<file path="src/rtl/cwf_pkg.sv">
package cwf_pkg;
    typedef enum logic [0:0] {
        FS_IDLE = 1'b0,
        FS_FILL = 1'b1
    } fill_state_e;
endpackage

</file>
<file path="src/rtl/cwf_slot_calc.sv">
// Maps the beat ordinal of a wrapped burst to its slot in the line.
module cwf_slot_calc #(
    parameter int CHUNKS = 4,
    localparam int IDX_W = $clog2(CHUNKS)
) (
    input  logic [IDX_W-1:0] crit_idx,
    input  logic [IDX_W-1:0] beat_ord,
    output logic [IDX_W-1:0] slot_idx,
    output logic             last_beat
);
    // CHUNKS is a power of two, so the wrap is the natural overflow.
    always_comb begin
        slot_idx  = crit_idx + beat_ord;
        last_beat = (beat_ord == IDX_W'(CHUNKS - 1));
    end
endmodule

</file>
<file path="src/rtl/cwf_line_store.sv">
// Single-line buffer, one register per chunk slot.
module cwf_line_store #(
    parameter int CHUNK_W = 64,
    parameter int CHUNKS  = 4,
    localparam int IDX_W  = $clog2(CHUNKS),
    localparam int LINE_W = CHUNK_W * CHUNKS
) (
    input  logic               clk,
    input  logic               rst_n,
    input  logic               wr_en,
    input  logic [IDX_W-1:0]   wr_slot,
    input  logic [CHUNK_W-1:0] wr_data,
    output logic [LINE_W-1:0]  line_out
);
    for (genvar gi = 0; gi < CHUNKS; gi++) begin : g_slot
        logic [CHUNK_W-1:0] slot_d, slot_q;

        always_comb begin
            slot_d = slot_q;
            if (wr_en && (wr_slot == IDX_W'(gi))) begin
                slot_d = wr_data;
            end
        end

        always_ff @(posedge clk) begin
            if (!rst_n) begin
                slot_q <= '0;
            end else begin
                slot_q <= slot_d;
            end
        end

        assign line_out[gi*CHUNK_W +: CHUNK_W] = slot_q;
    end
endmodule

</file>
<file path="src/rtl/cwf_word_pick.sv">
// Selects one core word out of a bus chunk.
module cwf_word_pick #(
    parameter int CHUNK_W = 64,
    parameter int WORD_W  = 32,
    localparam int WORDS  = CHUNK_W / WORD_W,
    localparam int SEL_W  = (WORDS > 1) ? $clog2(WORDS) : 1
) (
    input  logic [CHUNK_W-1:0] chunk,
    input  logic [SEL_W-1:0]   sel,
    output logic [WORD_W-1:0]  word
);
    logic [WORD_W-1:0] lanes [WORDS];

    for (genvar gw = 0; gw < WORDS; gw++) begin : g_lane
        assign lanes[gw] = chunk[gw*WORD_W +: WORD_W];
    end

    always_comb begin
        word = lanes[0];
        for (int i = 0; i < WORDS; i++) begin
            if (sel == SEL_W'(i)) begin
                word = lanes[i];
            end
        end
    end
endmodule

</file>
<file path="src/rtl/cwf_line_fill.sv">
module cwf_line_fill
    import cwf_pkg::*;
#(
    parameter int ADDR_W     = 32,
    parameter int BUS_W      = 64,
    parameter int LINE_BYTES = 32,
    parameter int WORD_W     = 32,
    localparam int CHUNKS    = (LINE_BYTES * 8) / BUS_W,
    localparam int IDX_W     = $clog2(CHUNKS),
    localparam int LINE_W    = LINE_BYTES * 8,
    localparam int OFF_W     = $clog2(LINE_BYTES),
    localparam int CHUNK_OFF = $clog2(BUS_W / 8),
    localparam int WORD_OFF  = $clog2(WORD_W / 8),
    localparam int WSEL_W    = (BUS_W / WORD_W > 1) ? $clog2(BUS_W / WORD_W) : 1,
    localparam int TAG_W     = ADDR_W - OFF_W
) (
    input  logic              clk,
    input  logic              rst_n,
    input  logic              miss_valid,
    input  logic [ADDR_W-1:0] miss_addr,
    output logic              miss_ready,
    output logic              req_valid,
    output logic [ADDR_W-1:0] req_addr,
    input  logic              beat_valid,
    input  logic [BUS_W-1:0]  beat_data,
    output logic              early_valid,
    output logic [BUS_W-1:0]  early_chunk,
    output logic [WORD_W-1:0] early_word,
    output logic              line_valid,
    output logic [LINE_W-1:0] line_data,
    output logic [TAG_W-1:0]  line_tag
);
    typedef struct packed {
        fill_state_e        state;
        logic [IDX_W-1:0]   crit;
        logic [IDX_W-1:0]   ord;
        logic [WSEL_W-1:0]  wsel;
        logic [TAG_W-1:0]   tag;
        logic [ADDR_W-1:0]  req_addr;
        logic               req_v;
        logic               early_v;
        logic [BUS_W-1:0]   early_chunk;
        logic               line_v;
    } fill_st_t;

    fill_st_t st_d, st_q;

    logic             take_beat;
    logic [IDX_W-1:0] wr_slot;
    logic             last_beat;

    assign take_beat = (st_q.state == FS_FILL) && beat_valid;

    cwf_slot_calc #(.CHUNKS(CHUNKS)) u_slot (
        .crit_idx (st_q.crit),
        .beat_ord (st_q.ord),
        .slot_idx (wr_slot),
        .last_beat(last_beat)
    );

    cwf_line_store #(.CHUNK_W(BUS_W), .CHUNKS(CHUNKS)) u_store (
        .clk     (clk),
        .rst_n   (rst_n),
        .wr_en   (take_beat),
        .wr_slot (wr_slot),
        .wr_data (beat_data),
        .line_out(line_data)
    );

    cwf_word_pick #(.CHUNK_W(BUS_W), .WORD_W(WORD_W)) u_pick (
        .chunk(st_q.early_chunk),
        .sel  (st_q.wsel),
        .word (early_word)
    );

    always_comb begin
        st_d         = st_q;
        st_d.req_v   = 1'b0;
        st_d.early_v = 1'b0;
        st_d.line_v  = 1'b0;
        case (st_q.state)
            FS_IDLE: begin
                if (miss_valid) begin
                    st_d.state    = FS_FILL;
                    st_d.crit     = miss_addr[CHUNK_OFF +: IDX_W];
                    st_d.ord      = '0;
                    st_d.wsel     = miss_addr[WORD_OFF +: WSEL_W];
                    st_d.tag      = miss_addr[ADDR_W-1:OFF_W];
                    st_d.req_addr = {miss_addr[ADDR_W-1:CHUNK_OFF], CHUNK_OFF'(0)};
                    st_d.req_v    = 1'b1;
                end
            end
            FS_FILL: begin
                if (beat_valid) begin
                    st_d.ord = st_q.ord + 1'b1;
                    if (st_q.ord == '0) begin
                        st_d.early_v     = 1'b1;
                        st_d.early_chunk = beat_data;
                    end
                    if (last_beat) begin
                        st_d.line_v = 1'b1;
                        st_d.state  = FS_IDLE;
                    end
                end
            end
            default: st_d.state = FS_IDLE;
        endcase
    end

    always_ff @(posedge clk) begin
        if (!rst_n) begin
            st_q <= '0;
        end else begin
            st_q <= st_d;
        end
    end

    assign miss_ready  = (st_q.state == FS_IDLE);
    assign req_valid   = st_q.req_v;
    assign req_addr    = st_q.req_addr;
    assign early_valid = st_q.early_v;
    assign early_chunk = st_q.early_chunk;
    assign line_valid  = st_q.line_v;
    assign line_tag    = st_q.tag;
endmodule

</file>
<file path="config.mk">
export PLATFORM = sky130hd
export DESIGN_NAME = cwf_line_fill
export DESIGN_NICKNAME = d
export VERILOG_FILES = /design/src/rtl/cwf_pkg.sv /design/src/rtl/cwf_slot_calc.sv /design/src/rtl/cwf_line_store.sv /design/src/rtl/cwf_word_pick.sv /design/src/rtl/cwf_line_fill.sv
export SDC_FILE = /design/constraint.sdc
export NUM_CORES = 1
export LEC_CHECK = 0
export BUFFER_PORTS_ARGS = -buffer_cell sky130_fd_sc_hd__buf_2
export CORE_AREA = 2 2 203 205
export CTS_CLUSTER_DIAMETER = 40
export DETAILED_ROUTE_END_ITERATION = 16
export DIE_AREA = 0 0 205 207
export PLACE_DENSITY = 0.71
export SETUP_SLACK_MARGIN = 0.4
export SLEW_MARGIN = 15
export SYNTH_ARGS = -nofsm -noshare
export SYNTH_HDL_FRONTEND = slang
export SYNTH_HIERARCHICAL = 1
export SYNTH_SLANG_ARGS = --single-unit
</file>
<file path="constraint.sdc">
create_clock -name clk -period 2.9 [get_ports clk]
set_input_delay 0.87 -clock clk [delete_from_list [all_inputs] [get_ports clk]]
set_output_delay 0.87 -clock clk [all_outputs]
set_load 0.01 [all_outputs]
</file>
==> metrics <==
pin count of the biggest net entering global routing=74; number of antenna violations at the first check in global routing=0; initial core utilization=36.7%; Fin Setup TNS=0 ps; Mapped Cells=between 1,500 and 2,000; Worst EP required=slightly above 2000 ps; dpl hpwl=around 34 mm; #FFs+latches synth=356; sequential power share=42.7%; CTS tree=built; cell row count=74; H-tree Lvls=2; most frequent cells in the layout=500 x buf_2, 445 x nand2_1, 355 x dfxtp_1, 256 x mux2i_1, 55 x nand3_1; post-route setup slack=374 ps; area grow syn2layout=24.2%; NumNets Final=about 2,000; total net switching power=3.02 mW; fill count=3,829; critical path type=reg -> out; fin. max-slew vios=0; Sw Ratio=25.1%; DR WL/cell=19.1 um; Hold Path Sink=u_store/g_slot[1].slot_q[34]; initial DRC count=598; die area=42,400 um2; post-layout util=45.6%; via count of the first global-routing pass=11,500; Clock Skew=31.7 ps; drt pass-1 iters=5; unrepaired setup endpoints after global routing=yes; combinational share of power=8.4%; Slew Limit Headroom=59.5%; Num CTS Buffers=47; post-route ant nets=0; drt via density=4.82; Main synth FF type=dfxtp_1; crit path max fanout=8; internal power=9.01 mW; FF-to-FF Start=st_q[127]; Syn Std Cell Area=approximately 15,000 um2; r2r endpoint=u_store/g_slot[0].slot_q[9]; depth of the most critical reg-to-reg path=5; Post-CTS Hold Fix Bufs=0; Seq/Total Area, Yosys=48.1%; commonest non-fill, non-tap cell in the layout=buf_2; Synth area leaders=dfxtp_1 48%, mux2i_1 17%, nand2_1 11%, buf_4 6.3%, mux2_4 3.0%; PwrDens=about 650 nW/um2; worst ir drop on vdd=0.378 mV; critical path startpoint=st_q[126]; hold path depth=2; first-pass GRT wire length=68.1 mm; Synth area leader=dfxtp_1; post-synth top area share=48.1%; Hold Crit Start=u_store/g_slot[1].slot_q[34]; Fin. Hold Viols=0; R2R Setup Slk=around 700 ps; worst-margin pin slew=between 600 and 700 ps; max_cap viols=0; Post-synth ARST share=0%; min Tclk post-route=2530 ps; DRC violations left=0; Crit. End Element=output port; Top Ports=~520; Clock Latency Late Sink=570 ps; number of synthesized flops with an enable pin=0; setup violators final=0; Die Span Y=207 um; GP Congestion=roughly 0.87; DR vias=11,800; share of post-route cells with drive strength above 1=35.8%; fmax=396 MHz; Final Cycle Share=87.1%; CTS root buf=clkbuf_16; WL final=46.6 mm; pre-CTS setup slack=roughly 400 ps; P_leak=9.61 nW; port bufs=approximately 510; Clk pwr share=48.8%; overall die width=between 200 and 250 um; critical path startpoint category=register; overall power=roughly 12 mW; GR Overflow Total=0; GRT Overall Usage=21.0%; status=finished clean; Data arrival, critical path=1660 ps; total core area=40,400 um2; Max clock buf depth=3; # clock sinks=between 300 and 400; final hold slack=453 ps; Hold WC Path Type=reg -> reg; count of unique library cells instantiated by Yosys=30; Clk pin slew, worst setup/hold paths=50 ps; syn_area_per_cell=9.86 um2; synth warn=6
## cell type report
cell class / count / area (um2) / share of cell area (%)
sequential: 356 / 7130 / 38.7
multi-input combinational: 916 / 5870 / 31.9
timing repair buffer: 546 / 3130 / 17.0
clock buffer: 56 / 1250 / 6.80
tap: 532 / 666 / 3.62
clock inverter: 28 / 352 / 1.91
inverter: 3 / 11.3 / 0.0612
antenna: 3 / 7.51 / 0.0408
## Yosys cell counts, types with 6 or more instances
master,instances
nand2_1,445
dfxtp_1,356
mux2i_1,256
buf_4,124
nand3_1,56
o21ai_0,51
buf_2,49
a21boi_0,30
mux2_4,30
buf_8,19
clkbuf_1,14
buf_12,12
nand3_2,10
o21ai_2,10
o21ai_1,6
## registers in the layout (all words and copies together), names as in the netlist
| register | count |
|---|---|
| u_store/g_slot.slot_q | 256 |
| early_chunk | 64 |
| line_tag | 27 |
| st_q | 5 |
| early_valid | 1 |
| line_valid | 1 |
| req_addr | 1 |
| req_valid | 1 |
## worst max-delay path: stages, from the launching register on
cell	delay [ps]
dfxtp_4	400
buf_12	130
buf_16	140
mux2_4	310
buf_6	120
## what timing repair did
item	CTS	global route
resized for setup	12	0
buffers inserted	1	0
endpoints found under the setup margin	32	32
gates cloned	2	0
## how the worst max path moves through the flow
stage / to / depth (start not counted)
2_1_floorplan: u_store/g_slot[0].slot_q[0] / 6
3_3_place_gp: u_store/g_slot[0].slot_q[7] / 5
3_5_place_dp: u_store/g_slot[0].slot_q[8] / 5
4_1_cts: early_word[18] / 4
5_1_grt: early_word[18] / 4
6_report: early_word[21] / 4
## routing by layer
layer | track usage [%] | vias to the layer above | wire, um
met5 | 0 | - | 0
met4 | 8.86 | 0 | 1830
met3 | 5.37 | 110 | 3660
met2 | 35.6 | 539 | 22100
met1 | 25.0 | 5553 | 19000
li1 | - | 5569 | -
## through the flow
step | cells | area (um2)
2_1_floorplan | 1505 | 14800
3_3_place_gp | 2350 | 16700
3_5_place_dp | 2350 | 16700
4_1_cts | 2437 | 18400
5_1_grt | 2437 | 18400
6_report | 2440 | 18400
## kinds of logic (layout without fill, tap and decap cells)
| group | Yosys count | after routing | synth area share (%) |
|---|---|---|---|
| buf+inv | 233 | 633 | 12.5 |
| compound gates | 99 | 99 | 4.10 |
| other cells | 1 | 6 | 0.0253 |
| fa+ha+maj | 2 | 2 | 0.169 |
| mux | 289 | 289 | 20.6 |
| xor+xnor | 1 | 1 | 0.160 |
| simple gates | 522 | 522 | 14.4 |
| flops | 356 | 356 | 48.1 |
## power by group through the flow
stage	Combinational, mW	Sequential (mW)	Clock [mW]
after floorplan	0.674	5.24	0
after global placement	0.981	5.24	0
after detailed placement	0.995	5.24	0
after CTS	1.02	5.14	5.97
after global routing	1.09	5.15	6.18
final	1.02	5.14	5.87
Note: power is estimated with default switching activity, not from simulation.
